`src/rtl/ssmax_pkg.sv`:
```
package ssmax_pkg;

  // One FIFO entry: x in [23:14], y in [13:4], scale in [3:1], sign in [0].
  typedef struct packed {
    logic [9:0] x;
    logic [9:0] y;
    logic [2:0] scale;
    logic       sign;
  } mark_t;

  // Two scale indices are neighbours when they differ by at most one.
  function automatic logic scale_close(int a, int b);
    return ((a - b) <= 1) && ((b - a) <= 1);
  endfunction

  // Pixel p of a block: dx = p mod 2, dy = p / 2.
  function automatic mark_t pack_mark(logic [9:0] bx, logic [9:0] by,
                                      int p, int s, logic sg);
    mark_t m;
    m.x     = bx + 10'(p % 2);
    m.y     = by + 10'(p / 2);
    m.scale = 3'(s);
    m.sign  = sg;
    return m;
  endfunction

endpackage

```
`src/rtl/ssmax_blkbuf.sv`:
```
module ssmax_blkbuf #(
  parameter int NS = 4,
  parameter int DW = 16,
  localparam int NB = 4 * NS,
  localparam int BW = $clog2(NB)
) (
  input  logic          clk,
  input  logic          rst_n,
  input  logic          in_valid,
  input  logic [DW-1:0] in_det,
  input  logic          in_sign,
  input  logic [9:0]    in_x,
  input  logic [9:0]    in_y,
  output logic [DW-1:0] slot_det [3][NB],
  output logic          slot_sgn [3][NB],
  output logic [9:0]    slot_x [3],
  output logic [9:0]    slot_y [3],
  output logic          blk_done,
  output logic [1:0]    cur_slot,
  output logic [1:0]    prv_slot,
  output logic          have_prev
);

  logic [BW-1:0] beat;

  assign blk_done = in_valid && (beat == BW'(NB - 1));

  always_ff @(posedge clk) begin
    if (!rst_n) begin
      beat      <= '0;
      cur_slot  <= 2'd0;
      prv_slot  <= 2'd2;
      have_prev <= 1'b0;
    end else if (in_valid) begin
      beat <= blk_done ? '0 : beat + 1'b1;
      if (blk_done) begin
        prv_slot  <= cur_slot;
        cur_slot  <= (cur_slot == 2'd2) ? 2'd0 : cur_slot + 2'd1;
        have_prev <= 1'b1;
      end
    end
  end

  // Storage carries no reset: a slot is only read after it is fully written.
  always_ff @(posedge clk) begin
    if (in_valid) begin
      slot_det[cur_slot][beat] <= in_det;
      slot_sgn[cur_slot][beat] <= in_sign;
      slot_x[cur_slot]         <= in_x;
      slot_y[cur_slot]         <= in_y;
    end
  end

  // the slot being written is never the slot kept as the previous block
  p_slots_apart_r5: assert property (@(posedge clk) disable iff (!rst_n)
    have_prev |-> (cur_slot != prv_slot) && (cur_slot < 2'd3) && (prv_slot < 2'd3));

endmodule

```
`src/rtl/ssmax_eval.sv`:
```
module ssmax_eval
  import ssmax_pkg::*;
#(
  parameter int NS = 4,
  parameter int DW = 16,
  localparam int NB = 4 * NS,
  localparam int BW = $clog2(NB)
) (
  input  logic          clk,
  input  logic          rst_n,
  input  logic [DW-1:0] slot_det [3][NB],
  input  logic          slot_sgn [3][NB],
  input  logic [9:0]    slot_x [3],
  input  logic [9:0]    slot_y [3],
  input  logic [DW-1:0] thr,
  input  logic          blk_done,
  input  logic [1:0]    cur_slot,
  input  logic [1:0]    prv_slot,
  input  logic          have_prev,
  output logic          push,
  output mark_t         push_mark
);

  logic          active;
  logic [BW-1:0] idx;
  logic [1:0]    es;      // examined block
  logic [1:0]    ns;      // its successor
  logic          start;
  logic          adj;
  logic          cand;
  logic [DW-1:0] here;
  int            s_i;
  int            p_i;

  assign start = blk_done && have_prev;

  always_ff @(posedge clk) begin
    if (!rst_n) begin
      active <= 1'b0;
      idx    <= '0;
      es     <= 2'd0;
      ns     <= 2'd0;
    end else if (start) begin
      active <= 1'b1;
      idx    <= '0;
      es     <= prv_slot;
      ns     <= cur_slot;
    end else if (active) begin
      if (idx == BW'(NB - 1)) begin
        active <= 1'b0;
        idx    <= '0;
      end else begin
        idx <= idx + 1'b1;
      end
    end
  end

  assign adj = (slot_y[ns] == slot_y[es]) && (slot_x[ns] == slot_x[es] + 10'd2);

  always_comb begin
    s_i  = int'(idx >> 2);
    p_i  = int'(idx[1:0]);
    here = slot_det[es][idx];
    cand = active && (here > thr) && (s_i != 0) && (s_i != NS - 1);
    for (int j = 0; j < NB; j++) begin
      if ((j != int'(idx)) && scale_close(j / 4, s_i) && (slot_det[es][j] >= here))
        cand = 1'b0;
      if (adj && (p_i % 2 == 1) && (j % 2 == 0) && scale_close(j / 4, s_i) &&
          (slot_det[ns][j] >= here))
        cand = 1'b0;
    end
  end

  assign push      = cand;
  assign push_mark = pack_mark(slot_x[es], slot_y[es], p_i, s_i, slot_sgn[es][idx]);

  // a new evaluation never cuts into an unfinished one
  p_no_overlap_r5: assert property (@(posedge clk) disable iff (!rst_n)
    start |-> (!active || (idx == BW'(NB - 1))));

  // no entry leaves with an edge scale
  p_edge_scale_r4: assert property (@(posedge clk) disable iff (!rst_n)
    push |-> (push_mark.scale != 3'd0) && (push_mark.scale != 3'(NS - 1)));

endmodule

```
`src/rtl/ssmax_fifo.sv`:
```
module ssmax_fifo #(
  parameter int W = 24,
  parameter int DEPTH = 8,
  localparam int AW = $clog2(DEPTH),
  localparam int CW = $clog2(DEPTH + 1)
) (
  input  logic          clk,
  input  logic          rst_n,
  input  logic          push,
  input  logic [W-1:0]  wdata,
  input  logic          pop,
  input  logic [CW-1:0] level,
  output logic [W-1:0]  rdata,
  output logic          nonempty,
  output logic          irq,
  output logic          ovf
);

  logic [W-1:0]  mem [DEPTH];
  logic [AW-1:0] wptr;
  logic [AW-1:0] rptr;
  logic [CW-1:0] count;
  logic          full;
  logic          acc;
  logic          take;

  assign full     = (count == CW'(DEPTH));
  assign acc      = push && !full;
  assign take     = pop && (count != '0);
  assign nonempty = (count != '0);
  assign rdata    = mem[rptr];
  assign irq      = (level != '0) && (count >= level);

  always_ff @(posedge clk) begin
    if (!rst_n) begin
      wptr  <= '0;
      rptr  <= '0;
      count <= '0;
      ovf   <= 1'b0;
    end else begin
      if (acc)
        wptr <= (wptr == AW'(DEPTH - 1)) ? '0 : wptr + 1'b1;
      if (take)
        rptr <= (rptr == AW'(DEPTH - 1)) ? '0 : rptr + 1'b1;
      count <= count + CW'(acc) - CW'(take);
      if (push && full)
        ovf <= 1'b1;
    end
  end

  always_ff @(posedge clk) begin
    if (acc)
      mem[wptr] <= wdata;
  end

  // occupancy never passes the depth
  p_count_bound_r9: assert property (@(posedge clk) disable iff (!rst_n)
    count <= CW'(DEPTH));

  // the overflow flag is sticky
  p_ovf_sticky_r9: assert property (@(posedge clk) disable iff (!rst_n)
    ovf |=> ovf);

  // the flag rises only after a push met a full FIFO
  p_ovf_cause_r9: assert property (@(posedge clk) disable iff (!rst_n)
    $rose(ovf) |-> $past(push && full));

  // popping an empty FIFO leaves it empty
  p_empty_pop_r7: assert property (@(posedge clk) disable iff (!rst_n)
    (pop && (count == '0) && !push) |=> (count == '0));

endmodule

```
`src/rtl/ssmax_marker.sv`:
```
module ssmax_marker
  import ssmax_pkg::*;
#(
  parameter int NS = 4,
  parameter int DW = 16,
  parameter int DEPTH = 8,
  localparam int NB = 4 * NS,
  localparam int LW = $clog2(DEPTH + 1),
  localparam int MW = $bits(mark_t)
) (
  input  logic          clk,
  input  logic          rst_n,
  input  logic          in_valid,
  input  logic [DW-1:0] in_det,
  input  logic          in_sign,
  input  logic [9:0]    in_x,
  input  logic [9:0]    in_y,
  input  logic [DW-1:0] thr,
  input  logic          rd_en,
  input  logic [LW-1:0] irq_level,
  output logic [MW-1:0] rd_data,
  output logic          rd_valid,
  output logic          irq,
  output logic          ovf
);

  logic [DW-1:0] slot_det [3][NB];
  logic          slot_sgn [3][NB];
  logic [9:0]    slot_x [3];
  logic [9:0]    slot_y [3];
  logic          blk_done;
  logic [1:0]    cur_slot;
  logic [1:0]    prv_slot;
  logic          have_prev;
  logic          push;
  mark_t         push_mark;

  ssmax_blkbuf #(.NS(NS), .DW(DW)) buf_i (
    .clk(clk), .rst_n(rst_n), .in_valid(in_valid), .in_det(in_det),
    .in_sign(in_sign), .in_x(in_x), .in_y(in_y),
    .slot_det(slot_det), .slot_sgn(slot_sgn), .slot_x(slot_x), .slot_y(slot_y),
    .blk_done(blk_done), .cur_slot(cur_slot), .prv_slot(prv_slot),
    .have_prev(have_prev)
  );

  ssmax_eval #(.NS(NS), .DW(DW)) eval_i (
    .clk(clk), .rst_n(rst_n),
    .slot_det(slot_det), .slot_sgn(slot_sgn), .slot_x(slot_x), .slot_y(slot_y),
    .thr(thr), .blk_done(blk_done), .cur_slot(cur_slot), .prv_slot(prv_slot),
    .have_prev(have_prev), .push(push), .push_mark(push_mark)
  );

  ssmax_fifo #(.W(MW), .DEPTH(DEPTH)) fifo_i (
    .clk(clk), .rst_n(rst_n), .push(push), .wdata(push_mark), .pop(rd_en),
    .level(irq_level), .rdata(rd_data), .nonempty(rd_valid), .irq(irq), .ovf(ovf)
  );

endmodule

```
`config.mk`:
```
export PLATFORM = sky130hd
export DESIGN_NAME = ssmax_marker
export DESIGN_NICKNAME = d
export VERILOG_FILES = /design/src/rtl/ssmax_pkg.sv /design/src/rtl/ssmax_blkbuf.sv /design/src/rtl/ssmax_eval.sv /design/src/rtl/ssmax_fifo.sv /design/src/rtl/ssmax_marker.sv
export SDC_FILE = /design/constraint.sdc
export NUM_CORES = 2
export LEC_CHECK = 0
export BUFFER_PORTS_ARGS = -buffer_cell sky130_fd_sc_hd__buf_2
export CAP_MARGIN = 20
export CORE_ASPECT_RATIO = 0.8
export CORE_MARGIN = 2
export CORE_UTILIZATION = 49
export CTS_CLUSTER_SIZE = 28
export DETAILED_ROUTE_END_ITERATION = 8
export GPL_TIMING_DRIVEN = 0
export SLEW_MARGIN = 40
export SYNTH_ARGS = -nofsm -noshare
export SYNTH_HDL_FRONTEND = slang
export SYNTH_SLANG_ARGS = --single-unit
```
`constraint.sdc`:
```
create_clock -name clk -period 21.1 [get_ports clk]
set_clock_uncertainty 0.1 [all_clocks]
set_input_delay 4.22 -clock clk [delete_from_list [all_inputs] [get_ports clk]]
set_output_delay 4.22 -clock clk [all_outputs]
set_load 0.03 [all_outputs]
```
==> reports/results.tsv <==
stage	metric	value	unit
sta	min cycle time layout	10.42	ns
detailed_routing	DRT antenna net count	0	
finish	Area growth, synth to finish	14.4	%
grt	busiest grt layer	met1	
yosys	Post-synth EDFFs	1060	
finish	register area	0.0325	mm²
finish	share of cells above drive strength 1	16.3	%
yosys	Yosys cell types	77	
grt	first-pass GRT wire length	280	mm
pwr	Power Dens Cells	77.5	mW/mm²
clocking	clock sinks	1092	
worst_setup_path	Crit Path Max Fanout	13	
worst_setup_path	worst path required time	21.48	ns
worst_setup_path	CP max stage cell	nor4_2	
die	core area	0.113	mm²
detailed_routing	Vias	38720	
worst_hold_path	Min-Delay Path Class	reg2reg	
pwr	sequential power share	48.7	%
worst_setup_path	Largest stage delay, worst path	0.75	ns
yosys	Gate Count Post-Synth	4081	
yosys	syn_nets	4570	
worst_setup_path	r2r setup slk	10.68	ns
detailed_routing	Remaining DRCs	0	
yosys	FFs w/ async S/R, synth	0	%
sta	fmax	96.0	MHz
detailed_routing	Vias/cell	6.45	
detailed_routing	Starting DRT DRC Count	5703	
finish	most frequent cells in the layout	edfxtp_1 (1060), nand2_1 (467), mux2i_1 (434)	
detailed_routing	drt wl/cell	33.8	µm
sta	# setup viols final	0	
die	Die W	381	µm
clocking	CTS Buf Count	112	
finish	Fill cells	9303	
grt	vias in the first global route	35858	
grt	gr usage total	34.7	%
clocking	Post CTS Setup Buffer Count	0	
pwr	leak pwr	21.1	nW
yosys	Mean Syn Cell Area	13.6	µm²
detailed_routing	total wire length	203	mm
die	die height	305	µm
grt	gr ovfl total	0	
pwr	Int Power	0.00371	W
grt	global-route track usage on met2	46.1	%
finish	multi-input gate area in the final layout	0.0227	mm²
sta	max-slew violations	0	
clocking	Longest Clk Path Bufs	3	
finish	most common cell after layout, fill and taps aside	edfxtp_1	
finish	final core occ	56.6	%
worst_setup_path	R2R Path End	fifo_i.mem[2][19]	
yosys	mapped cell area	0.0557	mm²
pwr	Clock power frac	40.6	%
yosys	synthesized flop and latch total	1092	
worst_hold_path	hold path start	buf_i.have_prev	
pwr	Max VDD drop	0.0699	mV
yosys	Top FF cell, synth	edfxtp_1	
worst_setup_path	Worst R2R Path Depth	25	
placement	DP HPWL	146	mm
worst_hold_path	Worst Hold Path EP	buf_i.have_prev	
die	row count	110	
worst_setup_path	Worst R2R Start	eval_i.es[1]	
yosys	Yosys warnings	0	
die	initial core utilization	49.5	%
placement	port bufs	84	
clocking	Reg clk slew, reported paths	0.07	ns
pwr	P_sw	0.00122	W
grt	GR Util met1	54.2	%
worst_setup_path	Worst Setup Start Kind	flip-flop	
status	outcome	finished, final reports clean	
worst_setup_path	Worst EP arrival	10.80	ns
sta	Final Hold Vio Count	0	
pwr	Sw Ratio	24.8	%
grt	pin count of the biggest net entering global routing	49	
pwr	Gate power share	10.7	%
flow_run	max-capacitance violation count	0	
worst_setup_path	cell mode on critical path	buf_2	
finish	nets	4876	
detailed_routing	Pre-antenna DRT Iters	6	
clocking	Hold-fix buffers, CTS	0	
sta	Final period util	49.4	%
clocking	CTS tree	built	
clocking	CTS root buffer	clkbuf_16	
placement	Final Wtd Congestion	1.05	
yosys	sequential fraction of the synthesis area	58.3	%
sta	Fin Setup TNS	0	ns
die	IO Count	88	
clocking	post-cts repair resize count	0	
worst_setup_path	Worst Setup End Kind	flip-flop	
sta	RSZ-0062 raised after global routing	no	
grt	initial antenna violation count	18	
clocking	H-tree levels	3	
sta	slew margin rel.	28.1	%
worst_hold_path	hold depth	1	
sta	Worst Tran Pin Value	1.07	ns
die	die area	0.116	mm²
clocking	Worst-Skew Late Latency	0.77	ns
worst_setup_path	critical path type	reg2reg	
grt	grt met3 use	9.69	%
==> registers in the layout (all words and copies together), names as in the netlist, 3 cells and up, named ones only <==
register,count
buf_i.slot_y,30
buf_i.slot_sgn,48
fifo_i.mem,184
eval_i.idx,4
fifo_i.wptr,3
fifo_i.count,4
fifo_i.rptr,3
buf_i.beat,4
buf_i.slot_x,30
buf_i.slot_det,768
==> synthesized netlist by cell type, drive strengths merged, types with 4 or more instances <==
cell type	n	share of area, %
o31ai	5	0.067
nand2b	24	0.27
ha	427	9.6
a2111oi	18	0.32
o2bb2ai	36	0.61
dfxtp	32	1.2
a21boi	7	0.094
clkbuf	146	0.99
nor3b	10	0.13
and4	6	0.094
a21oi	132	1.2
nand3	34	0.31
o211ai	23	0.31
a22oi	4	0.054
o21a	17	0.23
mux4	140	5.7
nor2b	27	0.30
a211oi	31	0.42
mux2	25	0.51
nand4	46	0.52
o2111ai	11	0.17
and2	13	0.15
nand3b	5	0.067
mux2i	434	7.8
and3	10	0.11
edfxtp	1060	57
or4	6	0.088
nor3	22	0.21
nor4b	6	0.12
o21ai	453	4.1
nor2	137	0.93
a211o	9	0.14
a221oi	5	0.079
inv	62	0.42
xor2	14	0.22
nand2	467	3.1
a21o	46	0.62
buf	49	0.44
xnor2	30	0.47
nor4	11	0.12
==> power groups by stage <==
stage               clock network (W)  logic [W]  registers [W]
floorplan                           0   0.000305        0.00245
global placement                    0   0.000488        0.00245
detailed placement                  0   0.000516        0.00245
CTS                           0.00202   0.000518        0.00240
global route                  0.00210   0.000565        0.00240
finish                        0.00201   0.000526        0.00240
==> how the worst max path moves through the flow <==
stage | from | endpoint | slack, ns | cells past startpoint
floorplan | irq_level[0] | irq | 11.57 | 6
global placement | eval_i.es[0] | fifo_i.mem[3][17] | 5.51 | 18
detailed placement | eval_i.es[1] | fifo_i.mem[1][0] | 10.95 | 25
CTS | eval_i.es[1] | fifo_i.mem[2][19] | 10.96 | 25
global route | eval_i.es[1] | fifo_i.mem[2][19] | 10.43 | 25
finish | eval_i.es[1] | fifo_i.mem[2][19] | 10.68 | 25
==> cell type report <==
type	instances	area share [%]
Clock inverter	74	1.16
Clock buffer	138	4.62
Multi-Input combinational cell	2732	35.6
Tap cell	1512	2.97
Antenna cell	5	0.0196
Buffer	195	1.41
Sequential cell	1092	51.0
Timing Repair Buffer	192	2.80
Inverter	62	0.420
==> routing by layer <==
metal | wire length, µm | up-vias
met5 | 11 | -
met4 | 7180 | 2
met3 | 25700 | 316
met2 | 80400 | 2222
met1 | 89700 | 19655
li1 | - | 16525
==> stage by stage <==
stage	cells	total power [W]	setup slack, ns	hold WS [ns]	cell area [µm²]
floorplan	4081	0.00275	11.57	0.340	55700
global placement	5677	0.00294	5.51	0.348	58000
detailed placement	5784	0.00297	10.95	0.363	60000
CTS	5996	0.00494	10.96	0.378	63600
global route	5997	0.00507	10.43	0.387	63700
finish	6002	0.00494	10.68	0.376	63700
==> logic make-up (layout without fill, tap and decap cells) <==
family / Yosys count / in the layout / synth area share [%]
AO/OA/AOI/OAI: 827 / 827 / 8.84
AND/OR/NAND/NOR: 833 / 833 / 6.69
buffers and inverters: 257 / 661 / 1.85
other: 1 / 6 / 0.00674
adder cells (fa/ha/maj): 428 / 428 / 9.63
multiplexers: 599 / 599 / 14.0
flip-flops: 1092 / 1092 / 58.3
XOR/XNOR: 44 / 44 / 0.692
==> worst max-delay path, delay by kind of cell, from the launching register on <==
kind | cells | cell delay (ns)
muxes | 2 | 1.22
AOI/OAI and AO/OA | 4 | 1.77
buffers and inverters | 12 | 4.09
DFF | 1 | 0.31
and+or+nand+nor | 6 | 2.32
adders and majority gates | 1 | 0.28
No activity file was read; power rests on OpenSTA's default activity.
